==> src/rtl/sfq_pkg.sv <==
package sfq_pkg;

    typedef enum logic [1:0] {
        PTR_HOLD     = 2'd0,
        PTR_PUSH     = 2'd1,
        PTR_POP      = 2'd2,
        PTR_PUSH_POP = 2'd3
    } ptr_op_e;

    function automatic ptr_op_e ptr_op(input logic push, input logic pop);
        ptr_op_e op;
        case ({pop, push})
            2'b01:   op = PTR_PUSH;
            2'b10:   op = PTR_POP;
            2'b11:   op = PTR_PUSH_POP;
            default: op = PTR_HOLD;
        endcase
        return op;
    endfunction

endpackage

==> src/rtl/sfq_ptr_ctrl.sv <==
module sfq_ptr_ctrl
    import sfq_pkg::*;
#(
    parameter int DEPTH = 8,
    parameter int IDX_W = 3
) (
    input  logic             clk,
    input  logic             rst,
    input  logic             flush,
    input  logic             push_req,
    input  logic             pop_req,
    output logic [IDX_W:0]   head_q,
    output logic [IDX_W:0]   tail_q,
    output logic [IDX_W:0]   count,
    output logic             full,
    output logic             empty,
    output logic             push_ok,
    output logic             pop_ok
);
    localparam int PTR_W = IDX_W + 1;
    localparam logic [PTR_W-1:0] ONE = PTR_W'(1);
    localparam logic [PTR_W-1:0] CAP = PTR_W'(DEPTH);

    ptr_op_e op;

    assign count   = tail_q - head_q;
    assign full    = (count == CAP);
    assign empty   = (count == '0);
    assign push_ok = push_req & ~full & ~flush;
    assign pop_ok  = pop_req & ~empty & ~flush;
    assign op      = ptr_op(push_ok, pop_ok);

    always_ff @(posedge clk) begin
        if (rst) begin
            head_q <= '0;
            tail_q <= '0;
        end else if (flush) begin
            tail_q <= head_q;
        end else begin
            case (op)
                PTR_PUSH:     tail_q <= tail_q + ONE;
                PTR_POP:      head_q <= head_q + ONE;
                PTR_PUSH_POP: begin
                    tail_q <= tail_q + ONE;
                    head_q <= head_q + ONE;
                end
                default: ;
            endcase
        end
    end

    AST_NO_OVERFLOW: assert property (@(posedge clk) disable iff (rst)
        (tail_q - head_q) <= CAP);

    AST_FULL_HOLDS_TAIL: assert property (@(posedge clk) disable iff (rst)
        (full && push_req && !flush) |=> $stable(tail_q));

    AST_EMPTY_HOLDS_HEAD: assert property (@(posedge clk) disable iff (rst)
        (empty && pop_req && !flush) |=> $stable(head_q));

    AST_FLUSH_DRAINS: assert property (@(posedge clk) disable iff (rst)
        flush |=> empty);

endmodule

==> src/rtl/sfq_entry_array.sv <==
module sfq_entry_array #(
    parameter int DEPTH  = 8,
    parameter int IDX_W  = 3,
    parameter int ADDR_W = 16,
    parameter int DATA_W = 32
) (
    input  logic                          clk,
    input  logic                          rst,
    input  logic                          flush,
    input  logic                          alloc_en,
    input  logic [IDX_W-1:0]              alloc_idx,
    input  logic                          free_en,
    input  logic [IDX_W-1:0]              free_idx,
    input  logic                          wr_en,
    input  logic [IDX_W-1:0]              wr_idx,
    input  logic [ADDR_W-1:0]             wr_addr,
    input  logic [DATA_W-1:0]             wr_data,
    output logic [DEPTH-1:0]              ent_valid,
    output logic [DEPTH-1:0]              ent_written,
    output logic [DEPTH-1:0][ADDR_W-1:0]  ent_addr,
    output logic [DEPTH-1:0][DATA_W-1:0]  ent_data
);

    for (genvar g = 0; g < DEPTH; g++) begin : g_slot
        localparam logic [IDX_W-1:0] SLOT = IDX_W'(g);
        logic take_alloc;
        logic take_free;
        logic take_write;

        assign take_alloc = alloc_en && (alloc_idx == SLOT);
        assign take_free  = free_en && (free_idx == SLOT);
        assign take_write = wr_en && (wr_idx == SLOT) && ent_valid[g];

        always_ff @(posedge clk) begin
            if (rst || flush) begin
                ent_valid[g]   <= 1'b0;
                ent_written[g] <= 1'b0;
            end else if (take_alloc) begin
                ent_valid[g]   <= 1'b1;
                ent_written[g] <= 1'b0;
            end else if (take_free) begin
                ent_valid[g]   <= 1'b0;
                ent_written[g] <= 1'b0;
            end else if (take_write) begin
                ent_written[g] <= 1'b1;
            end
        end

        always_ff @(posedge clk) begin
            if (rst) begin
                ent_addr[g] <= '0;
                ent_data[g] <= '0;
            end else if (take_write && !flush && !take_free) begin
                ent_addr[g] <= wr_addr;
                ent_data[g] <= wr_data;
            end
        end

        AST_WRITTEN_IS_OCCUPIED: assert property (@(posedge clk) disable iff (rst)
            ent_written[g] |-> ent_valid[g]);

        AST_FREE_SLOT_IGNORES_WRITE: assert property (@(posedge clk) disable iff (rst)
            (!ent_valid[g] && !take_alloc) |=> !ent_written[g]);
    end

endmodule

==> src/rtl/sfq_age_search.sv <==
module sfq_age_search #(
    parameter int DEPTH  = 8,
    parameter int IDX_W  = 3,
    parameter int ADDR_W = 16,
    parameter int DATA_W = 32
) (
    input  logic [IDX_W:0]                head_q,
    input  logic [IDX_W:0]                count,
    input  logic [IDX_W:0]                last_ptr,
    input  logic [ADDR_W-1:0]             ld_addr,
    input  logic [DEPTH-1:0]              ent_valid,
    input  logic [DEPTH-1:0]              ent_written,
    input  logic [DEPTH-1:0][ADDR_W-1:0]  ent_addr,
    input  logic [DEPTH-1:0][DATA_W-1:0]  ent_data,
    output logic                          hit,
    output logic [DATA_W-1:0]             hit_data
);
    localparam int PTR_W = IDX_W + 1;

    logic [PTR_W-1:0] span;
    logic             in_range;
    logic [IDX_W-1:0] head_idx;
    logic [IDX_W-1:0] limit;
    logic [DEPTH-1:0] elig;
    logic [IDX_W-1:0] sel_idx;
    logic             any;

    assign span     = last_ptr - head_q;
    assign in_range = (span < count);
    assign head_idx = head_q[IDX_W-1:0];
    assign limit    = span[IDX_W-1:0];

    for (genvar g = 0; g < DEPTH; g++) begin : g_cmp
        logic [IDX_W-1:0] age;
        assign age     = IDX_W'(g) - head_idx;
        assign elig[g] = in_range && ent_valid[g] && ent_written[g]
                         && (ent_addr[g] == ld_addr) && (age <= limit);
    end

    always_comb begin
        sel_idx = '0;
        any     = 1'b0;
        for (int k = 0; k < DEPTH; k++) begin
            logic [IDX_W-1:0] slot;
            slot = head_idx + IDX_W'(k);
            if (elig[slot]) begin
                sel_idx = slot;
                any     = 1'b1;
            end
        end
    end

    assign hit      = any;
    assign hit_data = ent_data[sel_idx];

endmodule

==> src/rtl/store_fwd_queue.sv <==
module store_fwd_queue #(
    parameter int DEPTH  = 8,
    parameter int ADDR_W = 16,
    parameter int DATA_W = 32,
    localparam int IDX_W = $clog2(DEPTH),
    localparam int PTR_W = IDX_W + 1
) (
    input  logic              clk,
    input  logic              rst,
    input  logic              flush,
    input  logic              alloc_req,
    output logic [PTR_W-1:0]  alloc_ptr,
    output logic              sq_full,
    output logic              sq_empty,
    input  logic              retire_req,
    input  logic              wr_en,
    input  logic [IDX_W-1:0]  wr_idx,
    input  logic [ADDR_W-1:0] wr_addr,
    input  logic [DATA_W-1:0] wr_data,
    input  logic [ADDR_W-1:0] ld_addr,
    input  logic [PTR_W-1:0]  ld_last_ptr,
    input  logic [DATA_W-1:0] cache_data,
    output logic              ld_hit,
    output logic [DATA_W-1:0] ld_data
);

    logic [PTR_W-1:0]                 head_q;
    logic [PTR_W-1:0]                 tail_q;
    logic [PTR_W-1:0]                 count;
    logic                             push_ok;
    logic                             pop_ok;
    logic [DEPTH-1:0]                 ent_valid;
    logic [DEPTH-1:0]                 ent_written;
    logic [DEPTH-1:0][ADDR_W-1:0]     ent_addr;
    logic [DEPTH-1:0][DATA_W-1:0]     ent_data;
    logic                             hit;
    logic [DATA_W-1:0]                hit_data;

    sfq_ptr_ctrl #(.DEPTH(DEPTH), .IDX_W(IDX_W)) u_ptr (
        .clk      (clk),
        .rst      (rst),
        .flush    (flush),
        .push_req (alloc_req),
        .pop_req  (retire_req),
        .head_q   (head_q),
        .tail_q   (tail_q),
        .count    (count),
        .full     (sq_full),
        .empty    (sq_empty),
        .push_ok  (push_ok),
        .pop_ok   (pop_ok)
    );

    sfq_entry_array #(.DEPTH(DEPTH), .IDX_W(IDX_W), .ADDR_W(ADDR_W), .DATA_W(DATA_W)) u_ents (
        .clk         (clk),
        .rst         (rst),
        .flush       (flush),
        .alloc_en    (push_ok),
        .alloc_idx   (tail_q[IDX_W-1:0]),
        .free_en     (pop_ok),
        .free_idx    (head_q[IDX_W-1:0]),
        .wr_en       (wr_en),
        .wr_idx      (wr_idx),
        .wr_addr     (wr_addr),
        .wr_data     (wr_data),
        .ent_valid   (ent_valid),
        .ent_written (ent_written),
        .ent_addr    (ent_addr),
        .ent_data    (ent_data)
    );

    sfq_age_search #(.DEPTH(DEPTH), .IDX_W(IDX_W), .ADDR_W(ADDR_W), .DATA_W(DATA_W)) u_search (
        .head_q      (head_q),
        .count       (count),
        .last_ptr    (ld_last_ptr),
        .ld_addr     (ld_addr),
        .ent_valid   (ent_valid),
        .ent_written (ent_written),
        .ent_addr    (ent_addr),
        .ent_data    (ent_data),
        .hit         (hit),
        .hit_data    (hit_data)
    );

    assign alloc_ptr = tail_q;
    assign ld_hit    = hit;
    assign ld_data   = hit ? hit_data : cache_data;

    AST_HIT_NEEDS_STORE: assert property (@(posedge clk) disable iff (rst)
        ld_hit |-> !sq_empty);

    AST_OCCUPANCY_MATCHES_VALID: assert property (@(posedge clk) disable iff (rst)
        $countones(ent_valid) == int'(count));

endmodule

==> config.mk <==
export PLATFORM = sky130hd
export DESIGN_NAME = store_fwd_queue
export DESIGN_NICKNAME = d
export VERILOG_FILES = /design/src/rtl/sfq_pkg.sv /design/src/rtl/sfq_ptr_ctrl.sv /design/src/rtl/sfq_entry_array.sv /design/src/rtl/sfq_age_search.sv /design/src/rtl/store_fwd_queue.sv
export SDC_FILE = /design/constraint.sdc
export NUM_CORES = 1
export LEC_CHECK = 0
export ABC_AREA = 1
export BUFFER_PORTS_ARGS = -buffer_cell sky130_fd_sc_hd__buf_2
export CAP_MARGIN = 10
export CELL_PAD_IN_SITES_DETAIL_PLACEMENT = 0
export CELL_PAD_IN_SITES_GLOBAL_PLACEMENT = 1
export CORE_MARGIN = 8
export CORE_UTILIZATION = 26
export DETAILED_ROUTE_END_ITERATION = 10
export GPL_TIMING_DRIVEN = 0
export PLACE_DENSITY = 0.58
export SLEW_MARGIN = 0
export SYNTH_ARGS = -nofsm -noshare
export SYNTH_HDL_FRONTEND = slang
export SYNTH_SLANG_ARGS = --single-unit
export TNS_END_PERCENT = 1
==> constraint.sdc <==
create_clock -name clk -period 5.75 [get_ports clk]
set_input_delay 1.15 -clock clk [delete_from_list [all_inputs] [get_ports clk]]
set_output_delay 1.15 -clock clk [all_outputs]
set_load 0.005 [all_outputs]
# Word-level counts from Yosys, hierarchy flattened
# Cells that the tools add are included.
# word_totals
register_bits	408
elab_cells	282
inputBits	109
# op_classes
n_reduce_logical	114
mux	54
bitwise_logic	7
n_addsub	19
magnitude_cmp	18
n_eq_ne	36
# op_table
cell	count
16-bit == test	8
32-bit binary-select mux with 3-bit select	1
1-bit logical AND	80
32-bit 2-to-1 mux	2
3-bit == test (second input constant)	12
3-bit by 4-bit less-than comparator with 1-bit output (second input constant)	9
1-bit 2-to-1 mux	32
1-bit binary-select mux with 3-bit select	8
3-bit less-or-equal comparator	8
3-bit 2-to-1 mux	8
3-bit OR reduction	8
3-bit by 2-bit == test with 1-bit output (second input constant)	6
2-bit nonzero test	9
3-bit adder (second input constant)	4
3-bit subtractor (first input constant)	4
3-bit by 1-bit == test with 1-bit output (second input constant)	3
1-bit logical NOT	9
3-bit logical NOT	3
4-bit by 1-bit adder with 4-bit output (second input constant)	2
2-bit == test (second input constant)	4
4-bit 2-to-1 mux	2
4-bit subtractor	2
3-bit by 2-bit adder with 3-bit output (second input constant)	2
2-bit one-hot mux with 3 select lines	1
other kinds (12)	21

# Longest topological paths before layout
# Gate-level depths: netlist of run 1.
# depth
depth_word	19
depth_mapped	35

# By module
# From an unflattened synthesis of run 1, not the netlist that was laid out.
# unflattened
cells_unflattened	4056
area_unflattened_um2	24447.2
# by_module_without_submodules
mod	instances	cells_per_inst	seq_area_each_um2	area_per_inst_um2
sfq_entry_array	1	2312	8007.7	16130.5
sfq_age_search	1	1547	0.0	7169.4
sfq_ptr_ctrl	1	93	160.2	655.6
store_fwd_queue	1	104	0.0	491.7

# Worst setup path after synthesis of run 1
# No wires, ideal clock.
# synth_path
path_type	input port to output port
from	input port ld_last_ptr[0]
to	output port ld_data[22]
slack_ns	0.288
arrival_time_ns	4.312
path_stages	29
path_cell_list	inv_1 -> ha_1 -> inv_1 -> fa_1 -> ha_1 -> nand2_1 -> nand2_1 -> nor2_1 -> a21oi_2 -> a21oi_4 -> buf_6 -> nand2_1 -> nand2_1 -> nand2_1 -> nand2_1 -> nand3_1 -> a21oi_1 -> nand2_1 -> nand3_1 -> nand2_1 -> nand2_1 -> nand2_2 -> a21oi_4 -> buf_6 -> nand2_1 -> nand3_1 -> nand3_1 -> nand2_1 -> inv_1
# synth_between
elab_chain_len	19
elab_cells_between_ends	77
cone_classes	add/sub (1); order compare (9); mux (35); reduce/logical (32)
# synth_lines
item	line_no	source
from (decl)	store_fwd_queue.sv:21	input logic [PTR_W-1:0] ld_last_ptr,
4-bit subtractor (*)	sfq_age_search.sv:28	assign span = last_ptr - head_q;
4-bit less-than comparator	sfq_age_search.sv:29	assign in_range = (span < count);
1-bit logical AND (2 in series)	sfq_age_search.sv:36	assign elig[g] = in_range && ent_valid[g] && ent_written[g]
1-bit logical AND (2 in series)	sfq_age_search.sv:37	&& (ent_addr[g] == ld_addr) && (age <= limit);
1-bit binary-select mux with 3-bit select	sfq_age_search.sv:46	if (elig[slot]) begin
1-bit 2-to-1 mux (implied by the code)	sfq_age_search.sv:46	
3-bit 2-to-1 mux (8 in series)	sfq_age_search.sv:46	
32-bit binary-select mux with 3-bit select	sfq_age_search.sv:54	assign hit_data = ent_data[sel_idx];
32-bit 2-to-1 mux (implied by the code)	sfq_age_search.sv:54	
32-bit 2-to-1 mux (*)	store_fwd_queue.sv:87	assign ld_data = hit ? hit_data : cache_data;
to (decl)	store_fwd_queue.sv:24	output logic [DATA_W-1:0] ld_data
# Mark *: on every way between the ends. The rest lies on a longest branch, timed or not. The select of a mux whose other input is x is not followed.

# Worst setup path in the final report of run 1
# layout_path
from	input port ld_last_ptr[0]
to	output port ld_data[1]
# The elaborated chain is that of the path after synthesis.

==> impl_summary.txt, run 1 <==
----------------------------------------------------
[Run status]
  Run status ... finished with violations
  Failing checks ... setup timing

[Die]
  Core outline area ... between 80000 and 90000 sq um
  Number of ports placed on the die boundary ... around 150
  Area of the die ... around 91000 sq um
  Initial core utilization ... between 20% and 30%
  Die H ... around 300 um
  Die W ... roughly 300 um
  Core Rows ... between 100 and 150

[Synth]
  Share of the synthesized netlist area taken by xor and xnor gates ... 1.32%
  Share of the synthesized area in the top cell type ... around two fifths
  Number of distinct standard cells referenced by the synthesized netlist ... 34
  Post-synthesis area per instance ... approximately 6.5 sq um
  Most used flip-flop cell after synthesis ... sky130_fd_sc_hd__dfxtp_1
  Post-synthesis cell count ... about 3300
  Most repeated cell in the gate-level netlist after synthesis ... sky130_fd_sc_hd__nand2_1
  Synthesis Warnings ... 0
  Post-synth EDFFs ... 0
  Post-synthesis compound-gate area fraction ... between 10% and 20%
  Number of storage elements in the synthesis netlist ... just over 400
  Netlist area before placement ... ~21000 sq um
  Combinational family with the most area after synthesis ... simple AND/OR/NAND/NOR gates
  Async SR Flop Fraction ... 0%
  Sequential-to-total area share from yosys stat ... about two fifths
  Synth Net Count ... 3400
  Synth Area in Adders ... under 10%
  Basic-gate share of the synthesized area counting and, or, nand and nor cells ... between 30% and 40%
  Leading post-synthesis cells by instance count ... sky130_fd_sc_hd__nand2_1 (788), sky130_fd_sc_hd__dfxtp_1 (408), sky130_fd_sc_hd__o21ai_0 (396), sky130_fd_sc_hd__nor2_1 (382), sky130_fd_sc_hd__inv_1 (328)
  Share of cell area taken by muxes after synthesis ... 0%
  Cells taking the most area after synthesis ... sky130_fd_sc_hd__dfxtp_1 (38%), sky130_fd_sc_hd__nand2_1 (14%), sky130_fd_sc_hd__o21ai_0 (9.3%)
  Post-synth top area cell ... sky130_fd_sc_hd__dfxtp_1

[Placement]
  Post-place instance area ... 23200 sq um
  Count of buffers inserted at the top-level ports ... between 100 and 150
  Weighted congestion at the end of routability-driven global placement ... approximately 0.85
  Detail Placement HPWL ... ~71000 um

[Clock network]
  Count of hold-fix buffers inserted at cts ... 0
  Insertion delay of the later-clocked pin in the worst-skew pair ... 620 ps
  Worst-path clk slew ... roughly 60 ps
  Clk sinks ... a little over 400
  CTS H-Tree Depth ... 2
  Total CTS buffers ... 50
  Clock Tree Root ... sky130_fd_sc_hd__clkbuf_16
  Max Buffers Root-to-Sink ... 3
  TritonCTS clock tree ... yes

[Timing]
  Final setup viols ... 32
  Post-route clock skew ... roughly 30 ps
  Final Max Tran Viols ... 0
  Tightest Pin Transition ... roughly 1200 ps
  Count of final hold-check violations ... 0
  Post-route worst setup slack ... -501 ps
  Final cycle utilization of the critical path ... 109%
  RSZ-0062 raised after global routing ... yes
  Timing-limited maximum frequency ... roughly 160 MHz
  Remaining max-slew budget at the tightest pin ... between 20% and 30%
  Post-layout min period ... between 6000 and 7000 ps

[Setup path]
  Count of buffering cells on the critical path with inverters included ... 12
  Worst path required time ... 4600 ps
  Endpoint arrival time on the critical path ... between 5000 and 6000 ps
  Category of the worst setup path launch point ... input pin
  RR Startpoint ... u_ptr.head_q[2]$_SDFFE_PP0P_
  Levels on crit path ... 36
  CP Max Fanout ... 5
  Worst path most repeated cell ... sky130_fd_sc_hd__nand2_1
  Number of cells on the worst reg-to-reg path ... 15
  Cell family with the largest share of critical-path delay ... simple AND/OR/NAND/NOR gates
  Worst Setup End Kind ... primary output
  Worst R2R End ... u_ents.ent_addr[127]$_SDFFE_PP0P_
  CP Capture Point ... ld_data[1]
  Start-to-end type of the worst setup path ... input pin to primary output
  Critical Path Slowest Stage Cell ... sky130_fd_sc_hd__fa_2
  Largest stage delay on the critical path ... 570 ps
  Worst setup path startpoint ... ld_last_ptr[0]
  Worst R2R Setup Slack ... roughly 1400 ps

[Power]
  Net Sw Frac ... a little under two fifths
  Static power due to leakage ... 10.7 nW
  Cell Pwr Density ... 387 nW/um^2
  Overall power after layout ... just over 10 mW
  Psw ... about 3.9 mW
  Share of power burned in registers ... between 20% and 30%
  Gate power share ... around two fifths
  Relative contribution of the clock network to total power ... 31.7%
  Peak supply drop ... roughly 0.23 mV
  Internal Dissipation ... 6.28 mW

[Detailed routing]
  Via density per instance ... 4.82
  Antenna Nets Post-Route ... 0
  DRC violation total after the first TritonRoute iteration ... 1797
  # DRC ... 0
  Average wire per cell in the routed design ... about 22 um
  Number of vias after detailed routing ... ~22000
  Wirelength, routed ... approximately 100000 um
  Number of iterations in the first detailed-routing pass ... 5

[Global route]
  Largest net degree at the start of global routing ... 15
  Total overflow reported by the global router ... 0
  First-pass GRT wire length ... 146000 um
  Number of antenna violations at the first check in global routing ... 3
  Via count of the first global-routing pass ... roughly 21000
  Total Routing Usage GR ... between 20% and 30%

[Finish]
  Fraction of layout instances using a drive strength above 1 ... around 14%
  Utilization of the core after routing ... approximately 33%
  Post-route cell area ... 26300 sq um
  Antenna cells ... 0
  Layout overhead on the synthesized area ... 24.0%
  Final layout net count ... 3612

[Hold path]
  Worst hold stages ... 2
  Worst Hold Class ... flop to flop

[Flow run]
  Max-cap violations ... 0

----------------------------------------------------
==> layout by cell type (no fill, tap or decap), types with 21 or more instances in the layout <==
cell	netlist	routed
sky130_fd_sc_hd__clkbuf_1	126	133
sky130_fd_sc_hd__nand3b_1	97	97
sky130_fd_sc_hd__nor2_1	382	373
sky130_fd_sc_hd__o21ai_0	396	396
sky130_fd_sc_hd__inv_1	328	323
sky130_fd_sc_hd__nand2_1	788	753
sky130_fd_sc_hd__nand4_1	31	31
sky130_fd_sc_hd__nand3_2	0	45
sky130_fd_sc_hd__nand3_1	192	147
sky130_fd_sc_hd__xnor2_1	23	23
sky130_fd_sc_hd__a21oi_1	271	269
sky130_fd_sc_hd__buf_6	8	23
sky130_fd_sc_hd__dfxtp_1	408	404
sky130_fd_sc_hd__or2_2	36	36
sky130_fd_sc_hd__ha_1	27	21
sky130_fd_sc_hd__buf_2	59	148
sky130_fd_sc_hd__nand2_2	10	37
sky130_fd_sc_hd__clkbuf_16	0	52
==> repair_timing <==
action,CTS,global route
pin swaps,49,29
cloned,9,0
setup buffers,16,1
endpoints found under the setup margin,33,33
resized for setup,242,53
==> state kept, by name, indices dropped and copies added (netlist names) <==
| register | cells |
|---|---|
| u_ents.ent_valid | 8 |
| u_ents.ent_addr | 128 |
| u_ents.ent_data | 256 |
| u_ptr.tail_q | 4 |
| u_ents.ent_written | 8 |
| u_ptr.head_q | 4 |
==> worst register-to-register path, stage by stage (launching register included) <==
cell,delay (ps)
sky130_fd_sc_hd__dfxtp_2,510
sky130_fd_sc_hd__inv_2,220
sky130_fd_sc_hd__ha_1,370
sky130_fd_sc_hd__xnor2_1,270
sky130_fd_sc_hd__nor2_1,100
sky130_fd_sc_hd__inv_1,80
sky130_fd_sc_hd__nor2_1,60
sky130_fd_sc_hd__inv_1,50
sky130_fd_sc_hd__nand2_1,140
sky130_fd_sc_hd__inv_1,190
sky130_fd_sc_hd__nand2_1,120
sky130_fd_sc_hd__nand2_1,310
sky130_fd_sc_hd__clkbuf_1,600
sky130_fd_sc_hd__clkbuf_1,670
sky130_fd_sc_hd__o21ai_0,350
sky130_fd_sc_hd__a21oi_1,220
==> cell type report <==
| type | instances | area, sq um |
|---|---|---|
| Timing Repair Buffer | 159 | 1090 |
| Multi-Input combinational cell | 2305 | 11400 |
| Fill cell | 9121 | 54400 |
| Tap cell | 1060 | 1330 |
| Buffer | 208 | 1440 |
| Clock inverter | 10 | 128 |
| Clock buffer | 76 | 1500 |
| Inverter | 342 | 1300 |
| Sequential cell | 408 | 8180 |
==> cells by family after synthesis <==
kind of cell | after synthesis
AO/OA/AOI/OAI | 693
buffers and inverters | 550
flip-flops | 408
AND/OR/NAND/NOR | 1550
adder cells (fa/ha/maj) | 29
XOR/XNOR | 32
==> metal layers <==
| metal | GRT usage (%) | part of all wire, % |
|---|---|---|
| met5 | 0 | 0.0079 |
| met4 | 5.37 | 2.5 |
| met3 | 3.52 | 5.9 |
| met2 | 34.3 | 45 |
| met1 | 30.2 | 47 |
==> power groups by stage <==
| stage | Sequential [mW] | Clock [mW] | Combinational [mW] |
|---|---|---|---|
| 6_report | 2.86 | 3.23 | 4.09 |
| 5_1_grt | 2.86 | 3.40 | 4.49 |
| 4_1_cts | 2.86 | 3.29 | 4.02 |
| 3_5_place_dp | 2.92 | 0 | 3.40 |
| 3_3_place_gp | 2.92 | 0 | 3.42 |
| 2_1_floorplan | 2.91 | 0 | 1.99 |
==> through the flow <==
stage	setup TNS (ps)	cells	hold WS, ps	setup slack [ps]
3_5_place_dp	-52330	4456	444	-1730
5_1_grt	-22060	4568	465	-764
4_1_cts	-17140	4567	453	-582
2_1_floorplan	0	3262	430	288
3_3_place_gp	-55260	4455	441	-1810
6_report	-14000	4568	452	-501
==> worst min-delay path by stage <==
| stage | endpoint | slack [ps] | startpoint |
|---|---|---|---|
| after floorplan | u_ents.ent_data[100]$_SDFFE_PP0P_ | 430 | u_ents.ent_data[100]$_SDFFE_PP0P_ |
| after global placement | u_ents.ent_data[47]$_SDFFE_PP0P_ | 440 | u_ents.ent_data[47]$_SDFFE_PP0P_ |
| after detailed placement | u_ents.ent_data[180]$_SDFFE_PP0P_ | 440 | u_ents.ent_data[180]$_SDFFE_PP0P_ |
| after CTS | u_ents.ent_data[180]$_SDFFE_PP0P_ | 450 | u_ents.ent_data[180]$_SDFFE_PP0P_ |
| after global routing | u_ents.ent_data[242]$_SDFFE_PP0P_ | 470 | u_ents.ent_data[242]$_SDFFE_PP0P_ |
| final | u_ents.ent_data[180]$_SDFFE_PP0P_ | 450 | u_ents.ent_data[180]$_SDFFE_PP0P_ |
(Power assumes the default switching activity.)
==> run 2, diff against run 1 <==
--- a/config.mk
+++ b/config.mk
@@ -14,7 +14,7 @@
 export CORE_UTILIZATION = 26
 export DETAILED_ROUTE_END_ITERATION = 10
 export GPL_TIMING_DRIVEN = 0
-export PLACE_DENSITY = 0.58
+export PLACE_DENSITY_LB_ADDON = 0.1
 export SLEW_MARGIN = 0
 export SYNTH_ARGS = -nofsm -noshare
 export SYNTH_HDL_FRONTEND = slang
==> impl_summary.txt, run 2 (synthesized netlist as in run 1, its figures left out) <==
----------------------------------------------------
[Clock network]
  Max Buffers Root-to-Sink ... 3 (unchanged)
  Insertion delay of the later-clocked pin in the worst-skew pair ... 630 ps (about the same)
  Worst-path clk slew ... 60 ps (about the same)
  Total CTS buffers ... 52 (+4.0%)
  Clock Tree Root ... sky130_fd_sc_hd__clkbuf_16
  TritonCTS clock tree ... yes
  CTS H-Tree Depth ... 2 (unchanged)
  Count of hold-fix buffers inserted at cts ... 0 (unchanged)
  Clk sinks ... 408 (unchanged)

[Power]
  Cell Pwr Density ... 389 nW/um^2 (+0.62%)
  Overall power after layout ... 10.2 mW (+0.17%)
  Static power due to leakage ... 10.6 nW (-0.49%)
  Peak supply drop ... 0.267 mV (+14%)

[Global route]
  Total overflow reported by the global router ... 0 (unchanged)
  Largest net degree at the start of global routing ... 15 (unchanged)
  Via count of the first global-routing pass ... 21700 (+4.0%)
  Number of antenna violations at the first check in global routing ... 2 (-1)
  First-pass GRT wire length ... 148000 um (+1.8%)
  Total Routing Usage GR ... 22.1% (+0.51 points)

[Placement]
  Count of buffers inserted at the top-level ports ... 133 (unchanged)
  Detail Placement HPWL ... 74800 um (+5.1%)
  Weighted congestion at the end of routability-driven global placement ... 0.860 (+1.7%)
  Post-place instance area ... 23300 sq um (+0.12%)

[Detailed routing]
  Antenna Nets Post-Route ... 0 (unchanged)
  Average wire per cell in the routed design ... 22.7 um (+2.6%)
  # DRC ... 0 (unchanged)
  DRC violation total after the first TritonRoute iteration ... 1798 (+0.056%)
  Via density per instance ... 4.88 (+1.1%)
  Wirelength, routed ... 104000 um (+2.7%)
  Number of iterations in the first detailed-routing pass ... 6 (+1)
  Number of vias after detailed routing ... 22300 (+1.2%)

[Setup path]
  Endpoint arrival time on the critical path ... 5120 ps (+20 ps)
  CP Max Fanout ... 6 (+1)
  Worst Setup End Kind ... primary output
  Critical Path Slowest Stage Cell ... sky130_fd_sc_hd__fa_2
  Count of buffering cells on the critical path with inverters included ... 10 (-2)
  Worst path required time ... 4600 ps (about the same)
  Largest stage delay on the critical path ... 590 ps (+20 ps)
  Start-to-end type of the worst setup path ... input pin to primary output
  Cell family with the largest share of critical-path delay ... simple AND/OR/NAND/NOR gates
  Worst path most repeated cell ... sky130_fd_sc_hd__nand2_1
  Category of the worst setup path launch point ... input pin

[Die]
  Number of ports placed on the die boundary ... 148 (unchanged)
  Area of the die ... 91100 sq um (unchanged)
  Core Rows ... 104 (unchanged)
  Initial core utilization ... 26.3% (unchanged)
  Die H ... 302 um (unchanged)
  Core outline area ... 80700 sq um (unchanged)
  Die W ... 302 um (unchanged)

[Timing]
  Final cycle utilization of the critical path ... 109% (+0.41 points)
  RSZ-0062 raised after global routing ... yes
  Post-route clock skew ... 24.3 ps (-5.83 ps)
  Final setup viols ... 32 (unchanged)
  Count of final hold-check violations ... 0 (unchanged)
  Final Max Tran Viols ... 0 (unchanged)
  Post-layout min period ... 6270 ps (+23.6 ps)
  Remaining max-slew budget at the tightest pin ... 23.2% (+3.0 points)
  Post-route worst setup slack ... -524 ps (-23.6 ps)
  Tightest Pin Transition ... 1150 ps (-45.3 ps)
  Timing-limited maximum frequency ... 159 MHz (-0.38%)

[Flow run]
  Max-cap violations ... 0 (unchanged)

[Finish]
  Register with the most flip-flops ... u_ents.ent_data
  Utilization of the core after routing ... 32.5% (-0.15 points)
  Max FFs per register ... 256 (unchanged)
  Highest-count cells in the layout ignoring fill and taps ... sky130_fd_sc_hd__nand2_1 (752), sky130_fd_sc_hd__dfxtp_1 (404), sky130_fd_sc_hd__o21ai_0 (396)
  Top Registers ... u_ents.ent_data (256), u_ents.ent_addr (128)
  Layout overhead on the synthesized area ... 23.4%
  Fill cells ... 8978 (-1.6%)
  Post-route cell area ... 26200 sq um (-0.45%)
  Final layout net count ... 3606 (-0.17%)
  Leading cell type in the layout, fill and taps excluded ... sky130_fd_sc_hd__nand2_1
  Fraction of layout instances using a drive strength above 1 ... 13.8% (-0.14 points)

[Run status]
  Run status ... finished with violations
  Failing checks ... setup timing

[Hold path]
  Worst Hold Class ... flop to flop

----------------------------------------------------
[run 2: cell count changes in the layout (fill, tap and decap cells not counted), sizes merged]
cell / delta
buf: -9
bufinv: +1
clkbuf: +5
clkinv: +3
clkinvlp: -2
diode: +3
inv: +3
nand2: -1
[run 2: path summary, 6_finish.rpt]
check                                                 startpoint                           endpoint  slack [ps]  cells past startpoint
worst min register to register  u_ents.ent_data[47]$_SDFFE_PP0P_   u_ents.ent_data[47]$_SDFFE_PP0P_         450                      2
worst min-delay path            u_ents.ent_data[47]$_SDFFE_PP0P_   u_ents.ent_data[47]$_SDFFE_PP0P_         450                      2
worst max-delay path                              ld_last_ptr[0]                        ld_data[28]        -520                     37
worst max register to register      u_ptr.tail_q[0]$_SDFFE_PP0P_  u_ents.ent_data[219]$_SDFFE_PP0P_        1310                     16
[run 2: power by group]
group / internal (mW) / total, mW / switching [mW]
Sequential: 2.84 / 2.86 / 0.0198
Clock: 2.00 / 3.40 / 1.39
Combinational: 1.44 / 3.94 / 2.49
[run 2: metal layers]
layer	track usage, %	up-vias	part of all wire [%]
met5	0	-	0.013
met4	5.32	2	2.4
met3	3.77	141	6.1
met2	35.8	624	45
met1	30.4	10700	47
li1	-	10900	-
[run 2: what timing repair did]
item	in CTS	in global routing
endpoints found under the setup margin	33	33
pin swaps	39	37
setup buffers	11	2
cloned	2	2
gates resized for setup	197	75
[run 2: layout make-up]
type	count	area, sq um	share of cell area [%]
sequential	408	8180	31.2
timing repair buffer	152	937	3.58
tap	1060	1330	5.06
inverter	342	1300	4.96
multi-input combinational	2304	11300	43.2
clock inverter	15	186	0.711
buffer	208	1380	5.26
clock buffer	79	1560	5.96
antenna	3	7.51	0.0287
[run 2: worst min-delay path, cell delays in order, from the launching register on]
cell                      delay (ps)
sky130_fd_sc_hd__dfxtp_1         300
sky130_fd_sc_hd__inv_1            60
sky130_fd_sc_hd__a21oi_1          50
[run 2: per-stage QoR]
stage	setup TNS, ps	hold slack, ps	std cells	setup WS [ps]
6_report	-14170	451	4571	-524
5_1_grt	-22610	471	4568	-754
4_1_cts	-16680	453	4564	-563
3_5_place_dp	-54720	444	4457	-1990
3_3_place_gp	-53200	439	4455	-1910
2_1_floorplan	0	430	3262	288
